$ cat config.mk
export PLATFORM = sky130hd
export DESIGN_NAME = cond_branch_unit
export DESIGN_NICKNAME = d
export VERILOG_FILES = /design/src/rtl/cb_pkg.sv /design/src/rtl/cb_flag_reg.sv /design/src/rtl/cb_br_decode.sv /design/src/rtl/cb_br_target.sv /design/src/rtl/cond_branch_unit.sv
export SDC_FILE = /design/constraint.sdc
export NUM_CORES = 1
export LEC_CHECK = 0
export BUFFER_PORTS_ARGS = -buffer_cell sky130_fd_sc_hd__buf_2
export CORE_MARGIN = 1.5
export CORE_UTILIZATION = 41
export CTS_BUF_LIST = sky130_fd_sc_hd__clkbuf_16
export DETAILED_ROUTE_END_ITERATION = 8
export PLACE_DENSITY = 0.85
export SLEW_MARGIN = 20
export SYNTH_ARGS = -nofsm -noshare
export SYNTH_HDL_FRONTEND = slang
export SYNTH_SLANG_ARGS = --single-unit
$ cat constraint.sdc
create_clock -name clk -period 2.6 [get_ports clk]
set_input_delay 0.39 -clock clk [delete_from_list [all_inputs] [get_ports clk]]
set_output_delay 0.39 -clock clk [all_outputs]
set_load 0.1 [all_outputs]
$ cat src/rtl/cb_pkg.sv
package cb_pkg;
    localparam int unsigned DATA_W = 16;
    localparam int unsigned OP_W   = 4;
    localparam int unsigned OFF_W  = 9;

    typedef struct packed {
        logic neg;
        logic zer;
        logic pos;
    } ccode_t;

    localparam ccode_t CC_RESET = '{neg: 1'b0, zer: 1'b1, pos: 1'b0};

    function automatic ccode_t classify(input logic [DATA_W-1:0] v);
        ccode_t c;
        c.neg = v[DATA_W-1];
        c.zer = (v == '0);
        c.pos = !v[DATA_W-1] && (v != '0);
        return c;
    endfunction
endpackage

$ cat src/rtl/cb_flag_reg.sv
module cb_flag_reg
    import cb_pkg::*;
#(
    parameter int unsigned W = DATA_W
) (
    input  logic         clk,
    input  logic         rst_n,
    input  logic         wr_valid_i,
    input  logic [W-1:0] wr_data_i,
    output ccode_t       cc_o
);
    typedef struct packed {
        ccode_t cc;
    } state_t;

    state_t st_d, st_q;

    always_comb begin
        st_d = st_q;
        if (wr_valid_i) begin
            st_d.cc.neg = wr_data_i[W-1];
            st_d.cc.zer = (wr_data_i == '0);
            st_d.cc.pos = !wr_data_i[W-1] && (wr_data_i != '0);
        end
    end

    always_ff @(posedge clk) begin
        if (!rst_n) st_q <= '{cc: CC_RESET};
        else        st_q <= st_d;
    end

    assign cc_o = st_q.cc;
endmodule

$ cat src/rtl/cb_br_decode.sv
module cb_br_decode
    import cb_pkg::*;
#(
    parameter int unsigned W     = DATA_W,
    parameter int unsigned OPW   = OP_W,
    parameter int unsigned OFFW  = OFF_W,
    parameter logic [OPW-1:0] BR_OP = '0
) (
    input  logic         eval_valid_i,
    input  logic [W-1:0] instr_i,
    output logic         is_branch_o,
    output ccode_t       mask_o,
    output logic [W-1:0] offset_o
);
    localparam int unsigned OP_LSB = W - OPW;
    localparam int unsigned EXT_W  = W - OFFW;

    logic [OFFW-1:0] off_raw;

    assign is_branch_o = eval_valid_i && (instr_i[W-1:OP_LSB] == BR_OP);
    assign mask_o      = '{neg: instr_i[OP_LSB-1],
                           zer: instr_i[OP_LSB-2],
                           pos: instr_i[OP_LSB-3]};
    assign off_raw     = instr_i[OFFW-1:0];

    generate
        if (EXT_W > 0) begin : g_sext
            assign offset_o = {{EXT_W{off_raw[OFFW-1]}}, off_raw};
        end else begin : g_trunc
            assign offset_o = off_raw[W-1:0];
        end
    endgenerate
endmodule

$ cat src/rtl/cb_br_target.sv
module cb_br_target
    import cb_pkg::*;
#(
    parameter int unsigned W = DATA_W
) (
    input  logic [W-1:0] pc_i,
    input  logic [W-1:0] offset_i,
    input  logic         take_i,
    output logic [W-1:0] next_pc_o
);
    logic [W-1:0] sum;

    assign sum       = pc_i + offset_i;
    assign next_pc_o = take_i ? sum : pc_i;
endmodule

$ cat src/rtl/cond_branch_unit.sv
module cond_branch_unit
    import cb_pkg::*;
(
    input  logic              clk,
    input  logic              rst_n,
    input  logic              wr_valid_i,
    input  logic [DATA_W-1:0] wr_data_i,
    input  logic              eval_valid_i,
    input  logic [DATA_W-1:0] instr_i,
    input  logic [DATA_W-1:0] pc_i,
    output logic [2:0]        cc_o,
    output logic              is_branch_o,
    output logic              taken_o,
    output logic [DATA_W-1:0] next_pc_o
);
    ccode_t            cc_q;
    ccode_t            mask;
    logic              is_br;
    logic [DATA_W-1:0] offset;

    typedef struct packed {
        logic take;
    } res_t;

    res_t res_d;

    cb_flag_reg #(.W(DATA_W)) u_flags (
        .clk        (clk),
        .rst_n      (rst_n),
        .wr_valid_i (wr_valid_i),
        .wr_data_i  (wr_data_i),
        .cc_o       (cc_q)
    );

    cb_br_decode #(.W(DATA_W), .OPW(OP_W), .OFFW(OFF_W), .BR_OP('0)) u_dec (
        .eval_valid_i (eval_valid_i),
        .instr_i      (instr_i),
        .is_branch_o  (is_br),
        .mask_o       (mask),
        .offset_o     (offset)
    );

    always_comb begin
        res_d.take = is_br && ((mask.neg && cc_q.neg) ||
                               (mask.zer && cc_q.zer) ||
                               (mask.pos && cc_q.pos));
    end

    cb_br_target #(.W(DATA_W)) u_tgt (
        .pc_i      (pc_i),
        .offset_i  (offset),
        .take_i    (res_d.take),
        .next_pc_o (next_pc_o)
    );

    assign cc_o        = cc_q;
    assign is_branch_o = is_br;
    assign taken_o     = res_d.take;
endmodule

==> results of run 1 <==
[through the flow]
step	utilization (%)	std cells
floorplan	-	141
global placement	93.51	262
detailed placement	93.51	262
[cell usage after synthesis]
| cell type | instances |
|---|---|
| a2111o_1 | 1 |
| a211oi_1 | 2 |
| a21boi_1 | 1 |
| a21o_1 | 5 |
| a21oi_1 | 12 |
| a21oi_2 | 1 |
| a221o_1 | 1 |
| a221oi_1 | 3 |
| a222oi_1 | 1 |
| a32o_1 | 1 |
| and3_1 | 1 |
| buf_6 | 2 |
| clkbuf_1 | 1 |
| clkinv_2 | 1 |
| dfxtp_1 | 3 |
| fa_1 | 1 |
| ha_1 | 15 |
| inv_1 | 4 |
| mux2_4 | 2 |
| mux2i_1 | 1 |
| nand2_1 | 21 |
| nand2b_1 | 1 |
| nand3_1 | 5 |
| nand3b_1 | 1 |
| nand4_1 | 1 |
| nor2_1 | 5 |
| nor2b_1 | 1 |
| nor3_1 | 3 |
| nor4_1 | 3 |
| o211a_1 | 1 |
| o211ai_1 | 1 |
| o21a_1 | 1 |
| o21ai_0 | 15 |
| o21ai_1 | 2 |
| o21bai_1 | 2 |
| o221ai_1 | 1 |
| o31ai_1 | 1 |
| o41ai_1 | 1 |
| or2_1 | 1 |
| or4_1 | 2 |
| xnor2_1 | 8 |
| xor2_1 | 5 |
[cell families after synthesis]
kind of cell	count (synthesis)	synth area share, %
compound gates	53	33.82
simple gates	45	20.51
fa+ha+maj	16	20.27
xor+xnor	13	11.11
buf+inv	8	4.516
mux	3	3.907
flops	3	5.861
==> results.toml, run 1 <==
[clocking]
cts_buffers = 3
cts_setup_buffers = 9
cts-resized-gates = 30
htreeDepth = 1
cts_sinks = 3
cts_buffer_depth = 2
root_buffer = "clkbuf_16"
hold_buffers = 0

[placed_design]
pre_cts_ws_ns = -0.4187
routabilityCongestion = 0.9693
hpwl_mm = 4.200
io_buffers = 72
placed_cell_area_sq_mm = 0.002128

[yosys]
syn_nets = 209
ys_top_cells_by_area = "ha_1 (18%), nand2_1 (7.7%), o21ai_0 (7.3%)"
synthCells = 141
synth.largest_area_cell = "ha_1"
syn_area_sq_mm = 0.001025
yosysWarningCount = 0
synth_seq_area_share_pct = 5.861
avgSynthCellArea_sq_um = 7.268
synth-seq-cells = 3
synth_top_area_share_pct = 18.32
yosysUniqueCellTypes = 42

[floorplan]
initial_core_util_pct = 45.02
io_pins = 73
die_y_um = 53.00
rows = 17
die_width_um = 53.00

[outcome]
error = "[ERROR DPL-0038] Utilization greater than 100%, impossible to legalize"
lastStage = "4_1_cts"
outcome = "did not finish"
==> inputs of run 2 (changes only) <==
--- a/config.mk
+++ b/config.mk
@@ -6,11 +6,10 @@
 export NUM_CORES = 1
 export LEC_CHECK = 0
 export BUFFER_PORTS_ARGS = -buffer_cell sky130_fd_sc_hd__buf_2
-export CORE_MARGIN = 1.5
-export CORE_UTILIZATION = 41
-export CTS_BUF_LIST = sky130_fd_sc_hd__clkbuf_16
+export CORE_AREA = 2 2 63 65
 export DETAILED_ROUTE_END_ITERATION = 8
-export PLACE_DENSITY = 0.85
+export DIE_AREA = 0 0 65 67
+export PLACE_DENSITY_LB_ADDON = 0.15
 export SLEW_MARGIN = 20
 export SYNTH_ARGS = -nofsm -noshare
 export SYNTH_HDL_FRONTEND = slang
==> run 2 against run 1 <==
Compared with the run above:
- the flow now finishes, with violations (setup timing)
- synthesized area is the same
- synthesized cell count unchanged
==> results.toml, run 2 <==
[placed_design]
routabilityCongestion = 0.7685
io_buffers = 72
pre_cts_ws_ns = -0.2964
place_inst = 284
hpwl_mm = 3.101

[setup_path]
critPathMaxStageDelay_ns = 0.42
cp-end-kind = "output pin"
cpMaxStageDelayCell = "a221o_1"
crit_required_ns = 2.21
arrival_ns = 2.40
critical_path.cell_chain = "buf_8 -> ha_4 -> fa_2 -> a21o_1 -> a221o_1 -> a21oi_2 -> o21bai_1 -> xnor2_1 -> o21ai_4 -> buf_12"
path_max_fanout = 4
crit_type = "input port to output pin"
critPathLaunchType = "input port"

[route]
viasPerCell = 5.041
routed_wl_mm = 3.821
drt_iter0_drc = 29
firstDrtPassIters = 4
vias = 1492
ant_nets = 0
drt-wirelength-per-cell_um = 12.91
drc_errors = 0

[global_routing]
grt-ovfl-total = 0
grt_pass1_wl_mm = 6.472
first_global_vias = 1592
grt_use_total_pct = 18.34
grt_max_degree = 17
antenna_found_initial = 0

[yosys]
ys_top_cells_by_area = "ha_1 (18%), nand2_1 (7.7%), o21ai_0 (7.3%)"
synth_top_area_share_pct = 18.32
synth-edff-count = 0
yosysUniqueCellTypes = 42
yosysWarningCount = 0
synthCells = 141
synth_seq_area_share_pct = 5.861
synthFlopType = "dfxtp_1"
netlist_top_cells_count = "nand2_1 (21), ha_1 (15), o21ai_0 (15), a21oi_1 (12), xnor2_1 (8)"
synth-seq-cells = 3
synth.largest_area_cell = "ha_1"
syn_nets = 209
avgSynthCellArea_sq_um = 7.268
syn_area_sq_mm = 0.001025
async_flop_share_pct = 0
yosysMostFrequentCell = "nand2_1"

[clocking]
root_buffer = "clkbuf_8"
clock_latency_ns = 0.22
cts_buffer_depth = 2
htreeDepth = 1
cts_tree = "built"
cts_buffers = 3
cts_sinks = 3
clk_pin_slew_ns = 0.03
hold_buffers = 0

[sta]
timing.final.ws_setup_ns = -0.1945
slew_viol_final = 0
hold_violations = 0
period_share_pct = 107.5
slew_headroom_pct = 67.77
worst_pin_slew_ns = 0.4868
fmax_mhz = 357.9
setup_viol = 6
rsz0062_at_grt = "true"
clock-skew-final_ns = 0
period_needed_ns = 2.794

[pwr]
powerDensity_mw_per_mm2 = 336.1
cellLeakagePower_uw = 0.001104
ir_worst_vdd_uv = 284.0

[cells_and_area]
largest_reg_flops = 3
fin_nets = 317
final_cell_mix = "buf_2 (52), buf_4 (33), nand2_1 (21), buf_12 (19), ha_4 (10)"
layout_commonest_cell = "buf_2"
antenna_cells = 0
layout.cells.non_filler = 296
drive_above_1_share_pct = 62.50
fin_util_pct = 66.27
syn_to_final_growth_pct = 133.2

[floorplan]
die_width_um = 65
coreArea_sq_mm = 0.003606
die_y_um = 67
initial_core_util_pct = 28.42
io_pins = 73
die-area_sq_mm = 0.004355
rows = 22

[outcome]
failed_checks = "setup timing"
outcome = "finished with violations"

[flow_run]
drv_cap = 0

[worst_hold_path]
worstHoldPathType = "input port to flip-flop"
-- run 2: timing repair --
item                       in CTS  in global routing
setup endpoints to repair       7                 10
gates resized for setup        17                  8
pin swaps                      24                  9
setup buffers                   6                  2
gates cloned                    0                  0
-- run 2: cell families (layout without fill, tap and decap cells) --
kind of cell / count (synthesis) / in the layout / synth area share [%]
AOI/OAI and AO/OA: 53 / 53 / 33.82
xor gates and xnor gates: 13 / 13 / 11.11
adders and majority gates: 16 / 16 / 20.27
buffers and inverters: 8 / 115 / 4.516
DFF: 3 / 3 / 5.861
muxes: 3 / 3 / 3.907
and+or+nand+nor: 45 / 45 / 20.51
-- run 2: layout make-up --
cell class / count / area (sq um)
multi-input cells: 130 / 1261
fillers: 306 / 1216
inverters: 5 / 45.04
clock buffers: 4 / 45.04
flip-flops and latches: 3 / 63.81
well taps: 48 / 60.06
repair buffers: 106 / 914.6
-- run 2: power by group --
part | internal (uW) | switching [uW] | leakage [uW] | total [uW]
Combinational | 270 | 343 | 0.00106 | 614
Clock | 105 | 31.9 | 0.0000228 | 137
Sequential | 50.2 | 2.50 | 0.0000255 | 52.7
-- run 2: worst max-delay path, delay by kind of cell --
kind                     cells  cell delay, ns
AO/OA/AOI/OAI                5            1.00
XOR/XNOR                     1            0.26
adder cells (fa/ha/maj)      2            0.49
buffers and inverters        2            0.27
-- run 2: routing by layer --
metal	global-route usage [%]	up-vias	wire length, um	share of wire, %
li1	-	755	-	-
met1	18.55	684	1484	39
met2	38.53	53	2118	55
met3	2.872	0	218	5.7
met4	3.989	0	0	0
met5	0	-	0	0
-- run 2: worst paths after layout --
| kind | from | to | slack [ns] | cells after the start |
|---|---|---|---|---|
| min | wr_data_i[15] | u_flags.cc_o[0]$_SDFFE_PN0P_ | 0.40 | 2 |
| min reg2reg | u_flags.cc_o[1]$_SDFFE_PN1P_ | u_flags.cc_o[1]$_SDFFE_PN1P_ | 0.48 | 1 |
| max | pc_i[0] | next_pc_o[8] | -0.19 | 10 |
| max reg2reg | u_flags.cc_o[2]$_SDFFE_PN0P_ | u_flags.cc_o[2]$_SDFFE_PN0P_ | 1.92 | 2 |
-- run 2: stage by stage --
stage	hold WS, ns	TNS, ns	area (sq um)	total power [uW]
after detailed placement	0.4698	-1.448	2168	616.7
after CTS	0.3892	-0.6811	2325	788.6
after global routing	0.3921	-1.268	2390	853.5
after global placement	0.4512	-1.371	2168	605.9
final	0.3981	-0.7826	2390	803.1
after floorplan	0.4771	-1.148	1316	407.5
Note: power is estimated with default switching activity, not from simulation.
